<file path="config.mk">
export PLATFORM = sky130hd
export DESIGN_NAME = bcd_decade_counter
export DESIGN_NICKNAME = d
export VERILOG_FILES = /design/src/rtl/bcd_pkg.sv /design/src/rtl/bcd_rst_sync.sv /design/src/rtl/bcd_next_logic.sv /design/src/rtl/bcd_state_reg.sv /design/src/rtl/bcd_status.sv /design/src/rtl/bcd_decade_counter.sv
export SDC_FILE = /design/constraint.sdc
export NUM_CORES = 1
export LEC_CHECK = 0
export BUFFER_PORTS_ARGS = -buffer_cell sky130_fd_sc_hd__buf_2
export CORE_AREA = 2 2 39 41
export DETAILED_ROUTE_END_ITERATION = 10
export DIE_AREA = 0 0 41 43
export SLEW_MARGIN = 20
export SYNTH_ARGS = -nofsm -noshare
export SYNTH_HDL_FRONTEND = slang
export SYNTH_HIERARCHICAL = 1
export SYNTH_SLANG_ARGS = --single-unit
</file>
<file path="constraint.sdc">
create_clock -name clk -period 1 [get_ports clk]
set_input_delay 0.2 -clock clk [delete_from_list [all_inputs] [get_ports clk]]
set_output_delay 0.2 -clock clk [all_outputs]
set_load 0.02 [all_outputs]
</file>
<file path="src/rtl/bcd_pkg.sv">
`timescale 1ns/1ps
package bcd_pkg;
  localparam int DIGIT_W = 4;
  typedef logic [DIGIT_W-1:0] bcd_code_t;
  localparam bcd_code_t BCD_ZERO = bcd_code_t'(0);
  localparam bcd_code_t BCD_NINE = bcd_code_t'(9);

  typedef enum logic [1:0] {
    OP_HOLD  = 2'd0,
    OP_STEP  = 2'd1,
    OP_LOAD  = 2'd2,
    OP_CLEAR = 2'd3
  } bcd_op_t;
endpackage

</file>
<file path="src/rtl/bcd_rst_sync.sv">
`timescale 1ns/1ps
module bcd_rst_sync #(
  parameter int STAGES = 2
) (
  input  logic clk,
  input  logic rst_n,
  output logic rst_sync_n
);
  logic [STAGES-1:0] shreg;

  always_ff @(posedge clk or negedge rst_n) begin
    if (!rst_n) shreg <= '0;
    else        shreg <= {shreg[STAGES-2:0], 1'b1};
  end

  assign rst_sync_n = shreg[STAGES-1];
endmodule

</file>
<file path="src/rtl/bcd_next_logic.sv">
`timescale 1ns/1ps
module bcd_next_logic
  import bcd_pkg::*;
(
  input  bcd_code_t cur,
  output bcd_code_t nxt
);
  logic b1, b2, b4, b8;

  assign b1 = cur[0];
  assign b2 = cur[1];
  assign b4 = cur[2];
  assign b8 = cur[3];

  // Per-bit toggle equations; the unused codes get fixed successors.
  assign nxt[0] = ~b1;
  assign nxt[1] = b2 ^ (b1 & ~b8);
  assign nxt[2] = b4 ^ (b1 & b2);
  assign nxt[3] = b8 ^ ((b1 & b8) | (b1 & b2 & b4));
endmodule

</file>
<file path="src/rtl/bcd_state_reg.sv">
`timescale 1ns/1ps
module bcd_state_reg
  import bcd_pkg::*;
(
  input  logic      clk,
  input  logic      rst_n,
  input  bcd_op_t   op,
  input  bcd_code_t load_val,
  input  bcd_code_t step_val,
  output bcd_code_t q
);
  bcd_code_t q_d;
  logic      q_ce;

  always_comb begin
    q_ce = (op != OP_HOLD);
    case (op)
      OP_CLEAR: q_d = BCD_ZERO;
      OP_LOAD:  q_d = load_val;
      OP_STEP:  q_d = step_val;
      default:  q_d = q;
    endcase
  end

  always_ff @(posedge clk or negedge rst_n) begin
    if (!rst_n)    q <= BCD_ZERO;
    else if (q_ce) q <= q_d;
  end
endmodule

</file>
<file path="src/rtl/bcd_status.sv">
`timescale 1ns/1ps
module bcd_status
  import bcd_pkg::*;
(
  input  bcd_code_t cur,
  input  logic      cnt_en,
  output logic      carry,
  output logic      invalid
);
  assign invalid = cur[3] & (cur[2] | cur[1]);
  assign carry   = cnt_en & (cur == BCD_NINE);
endmodule

</file>
<file path="src/rtl/bcd_decade_counter.sv">
`timescale 1ns/1ps
module bcd_decade_counter
  import bcd_pkg::*;
#(
  parameter int RST_STAGES = 2
) (
  input  logic                clk,
  input  logic                rst_n,
  input  logic                clr_i,
  input  logic                cnt_en_i,
  input  logic                load_i,
  input  logic [DIGIT_W-1:0]  load_val_i,
  output logic [DIGIT_W-1:0]  q_o,
  output logic                carry_o,
  output logic                invalid_o
);
  logic      rst_core_n;
  bcd_op_t   op;
  bcd_code_t state_q;
  bcd_code_t step_val;

  bcd_rst_sync #(.STAGES(RST_STAGES)) u_rst_sync (
    .clk        (clk),
    .rst_n      (rst_n),
    .rst_sync_n (rst_core_n)
  );

  // Clear beats load, load beats counting.
  always_comb begin
    if (clr_i)         op = OP_CLEAR;
    else if (load_i)   op = OP_LOAD;
    else if (cnt_en_i) op = OP_STEP;
    else               op = OP_HOLD;
  end

  bcd_next_logic u_next (
    .cur (state_q),
    .nxt (step_val)
  );

  bcd_state_reg u_state (
    .clk      (clk),
    .rst_n    (rst_core_n),
    .op       (op),
    .load_val (load_val_i),
    .step_val (step_val),
    .q        (state_q)
  );

  bcd_status u_status (
    .cur     (state_q),
    .cnt_en  (cnt_en_i),
    .carry   (carry_o),
    .invalid (invalid_o)
  );

  assign q_o = state_q;
endmodule

</file>
# After elaboration in Yosys (flattened, before gate mapping)
# Cells that the tools add are included.
# word_totals
regBits	6
out_inout_bits	6
input_bits	9
wordCells	26
# classes
mux	4
bitwise	13
eq_ne	4
reduce_logical	3
# op_table
operator	n
$pmux 4 s3	1
$and 1x1->1	6
$eq 2x2->1 const B	2
$eq 4x4->1 const B	1
$mux 2	2
$reduce_bool 3->1	1
$xor 1x1->1	3
$eq 2x1->1 const B	1
$not 1->1	2
$or 1x1->1	2
$reduce_and 2->1	1
$reduce_bool 2->1	1
$mux 1	1

# Depth between registers and ports, before layout
# depth
depth_word	6
depth_mapped	6
ltp_nobuf	6

# By module
# Netlist, hierarchy kept.
# modules_own_cells
mod	instances	area_each_um2	seq_area_each_um2	cells_per_inst
bcd_state_reg	1	239.0	100.1	22
bcd_next_logic	1	57.6	0.0	7
bcd_rst_sync	1	53.8	50.0	3
bcd_status	1	22.5	0.0	3
bcd_decade_counter	1	17.5	0.0	3

# Least setup slack after synthesis
# Ideal clock, no wire load.
# synth_timing
path_kind	reg2reg
startpoint	register u_state.q[1]
endpoint	register u_state.q[3]
n_path_buf	0
period_less_slack_ps	1483
arrival_ps	1362
setup_slack_ps	-483
setup_time_ps	120
required_ps	880
stages_incl_launch_ff	7
cell_sequence	dfrtp_1 -> and2_2 -> ha_1 -> nor2_1 -> mux2_4 -> a22oi_1 -> o21ai_2
# synth_via
elab_chain_cells	5
# synth_lines
item	line_no	text
start, declared	bcd_state_reg.sv:10	output bcd_code_t q
start signal, assigned	bcd_state_reg.sv:27	else if (q_ce) q <= q_d;
$and 1x1->1 (2 in series)	bcd_next_logic.sv:19	assign nxt[3] = b8 ^ ((b1 & b8) | (b1 & b2 & b4));
$or 1x1->1	bcd_next_logic.sv:19	
$xor 1x1->1	bcd_next_logic.sv:19	
via step_val[3]	bcd_decade_counter.sv:20	bcd_code_t step_val;
$pmux 4 s3	bcd_state_reg.sv:17	case (op)
# The timed path passes the listed nets, and every way through them passes these cells.
# A chain may end at the register's enable or synchronous reset.

# Worst setup path in the final report
# Same ends and word-level chain as after synthesis.

==> reports/results.tsv <==
metric	value	unit
status	finished with violations	
violations	negative setup slack	
grt_use_total	13.2	%
die_w	41	um
cellPowerDensity	971	mW/mm^2
crit_arrival	1440	ps
drt-wirelength-per-cell	11.4	um
die_y	43	um
core	0.00138	mm^2
cts.reportedPaths.clkPinSlew	50	ps
holdWs	52.2	ps
postSynth.asyncResetShare	100	%
cp-start-kind	flop	
final_cell_area	727	um^2
first_pass_iters	1	
netlist_area	390	um^2
hold_viol	0	
worstSetupPathType	flop to flop	
critPathMaxFanout	2	
synth_ff_type	dfrtp_1	
synth_top_family_by_area	compound AO/OA/AOI/OAI gates	
synth-adder-area-share	12.8	%
grt_pass1_vias	364	
synth_warnings	6	
ys_seq_elements	6	
cts-root-buf	clkbuf_4	
placementRows	14	
numCtsBuffers	3	
finalSetupViolations	9	
postSynthCellCount	38	
rr_startpoint	u_state/q[1]	
cts.sinks	6	
layout-drive-gt1-share	70.6	%
slew_violations	0	
route.detailed.drc	0	
dp_hpwl	704	um
synth_area_leaders	dfrtp_1 38%, ha_1 13%, o21ai_2 9.0%	
ir_worst_vdd	821	uV
place_congestion	0.647	
synth_enable_flop_cells	0	
worstPathCellList	and2_4, ha_4, mux2_4, a22oi_2, o21ai_2	
setup_slack	-316	ps
synth_top_area_cell	dfrtp_1	
yosysUniqueCellTypes	18	
fin_worst_skew	5.10	ps
grt_max_degree	7	
ant_nets	0	
die_area	0.00176	mm^2
htree_levels	1	
fmax	760	MHz
p_leak	0.335	nW
ys_seq_area_share	38.5	%
period_needed	1320	ps
syn_nets	51	
cp-startpoint	u_state/q[1]	
final_util	52.5	%
cp_slowest_cell	dfrtp_2	
floorplan.initialDensity	28.2	%
fin_crit_sh	132	%
vias	378	
cp.required	1130	ps
dpl_cell_area	581	um^2
avgSynthCellArea	10.3	um^2
cp-end-kind	flop	
clock_path_buffers	2	
cts_tree	built	
fin_total_pwr	0.706	mW
routed_wl	961	um
grt_pass1_wl	1.50	mm
hp-class	flop to asynchronous set/reset pin	
cpPeakStageDelay	410	ps
cap_viol_max_count	0	
synthXorXnorAreaFrac	2.24	%
fin_nets	83	
ios	15	
clk_latency	240	ps
antennaDiodeCount	0	
synthSimpleGateAreaFrac	17.3	%
grt_overflow_total	0	
drt_iter0_drc	0	
routed_via_density	4.50	
io_buffers	14	
antenna_found_initial	0	
yosysTopAreaCellShare	38.5	%
synth_compound_area_share	20.5	%
synth_mux_area_share	3.85	%
rsz0062_at_grt	true	
areaGrowthSynthToFinish	86.2	%
[area by class of cell]
type / count / area [um^2]
fillers: 124 / 657
well taps: 16 / 20.0
flip-flops and latches: 6 / 153
repair buffers: 27 / 226
inverters: 4 / 15.0
clock buffers: 3 / 22.5
multi-input cells: 28 / 290
[final timing paths]
| kind | endpoint | slack [ps] | cells after the start |
|---|---|---|---|
| hold reg to reg | u_state/q[2] | 50 | 0 |
| setup / recovery | u_state/q[3] | -320 | 5 |
| setup reg to reg | u_state/q[3] | -320 | 5 |
| min in group clk | u_state/q[2] | 220 | 3 |
| hold / removal | u_state/q[2] | 50 | 0 |
| max in group asynchronous | u_rst_sync/shreg[1] | 620 | 2 |
[state kept, by name, indices dropped and copies added (netlist names)]
signal	cells
u_state/q	4
u_rst_sync/shreg	2
[Yosys cell counts, drive strengths merged (2+ instances only)]
cell / n
ha: 4
a22oi: 4
nand2: 4
dfrtp: 6
nand2b: 2
inv: 4
o21ai: 4
[worst max-delay path: cells and delay by family (launching register included)]
family          cells  cell delay (ps)
fa+ha+maj           1              150
simple gates        1              170
flops               1              410
compound gates      2              220
mux                 1              260
[where the power goes]
part | switching (mW) | leakage [nW] | internal, mW | total (mW)
clock | 0.0856 | 0.0138 | 0.136 | 0.221
combinational | 0.0992 | 0.246 | 0.117 | 0.217
sequential | 0.0107 | 0.0748 | 0.258 | 0.268
[cell families (layout without fill, tap and decap cells)]
family                   Yosys count  in the layout
other                              1              1
AND/OR/NAND/NOR                   11             11
flip-flops                         6              6
AO/OA/AOI/OAI                     10             10
adder cells (fa/ha/maj)            4              4
multiplexers                       1              1
XOR/XNOR                           1              1
buffers and inverters              4             34
[through the flow]
stage,cells,TNS (ps),setup WS [ps]
floorplan,38,-872,-344
finish,84,-1780,-316
global route,84,-2160,-347
CTS,82,-1710,-297
global placement,75,-1050,-249
detailed placement,75,-1130,-264
[layer usage]
| metal | GRT usage (%) | vias up | wire (um) |
|---|---|---|---|
| met2 | 24.4 | 14 | 512 |
| met1 | 13.5 | 176 | 384 |
| li1 | - | 188 | - |
| met3 | 6.28 | 0 | 64 |
| met4 | 0 | 0 | 0 |
| met5 | 0 | - | 0 |
[what timing repair did]
action | 4_1_cts | 5_1_grt
pin swaps | 3 | 5
setup endpoints to repair | 9 | 10
setup buffers | 3 | 2
hold buffers | 1 | 0
hold endpoints to repair | 2 | 0
gates resized for setup | 17 | 5
[placed cells by master, fill, tap and decap left out, types with 2 or more instances in the layout]
| master | n |
|---|---|
| clkbuf_4 | 3 |
| nand2_1 | 4 |
| a22oi_2 | 3 |
| inv_2 | 2 |
| buf_2 | 8 |
| dfrtp_1 | 4 |
| ha_4 | 3 |
| buf_4 | 7 |
| buf_6 | 11 |
| o21ai_2 | 4 |
| dfrtp_2 | 2 |
| inv_1 | 2 |
No activity file was read; power rests on OpenSTA's default activity.
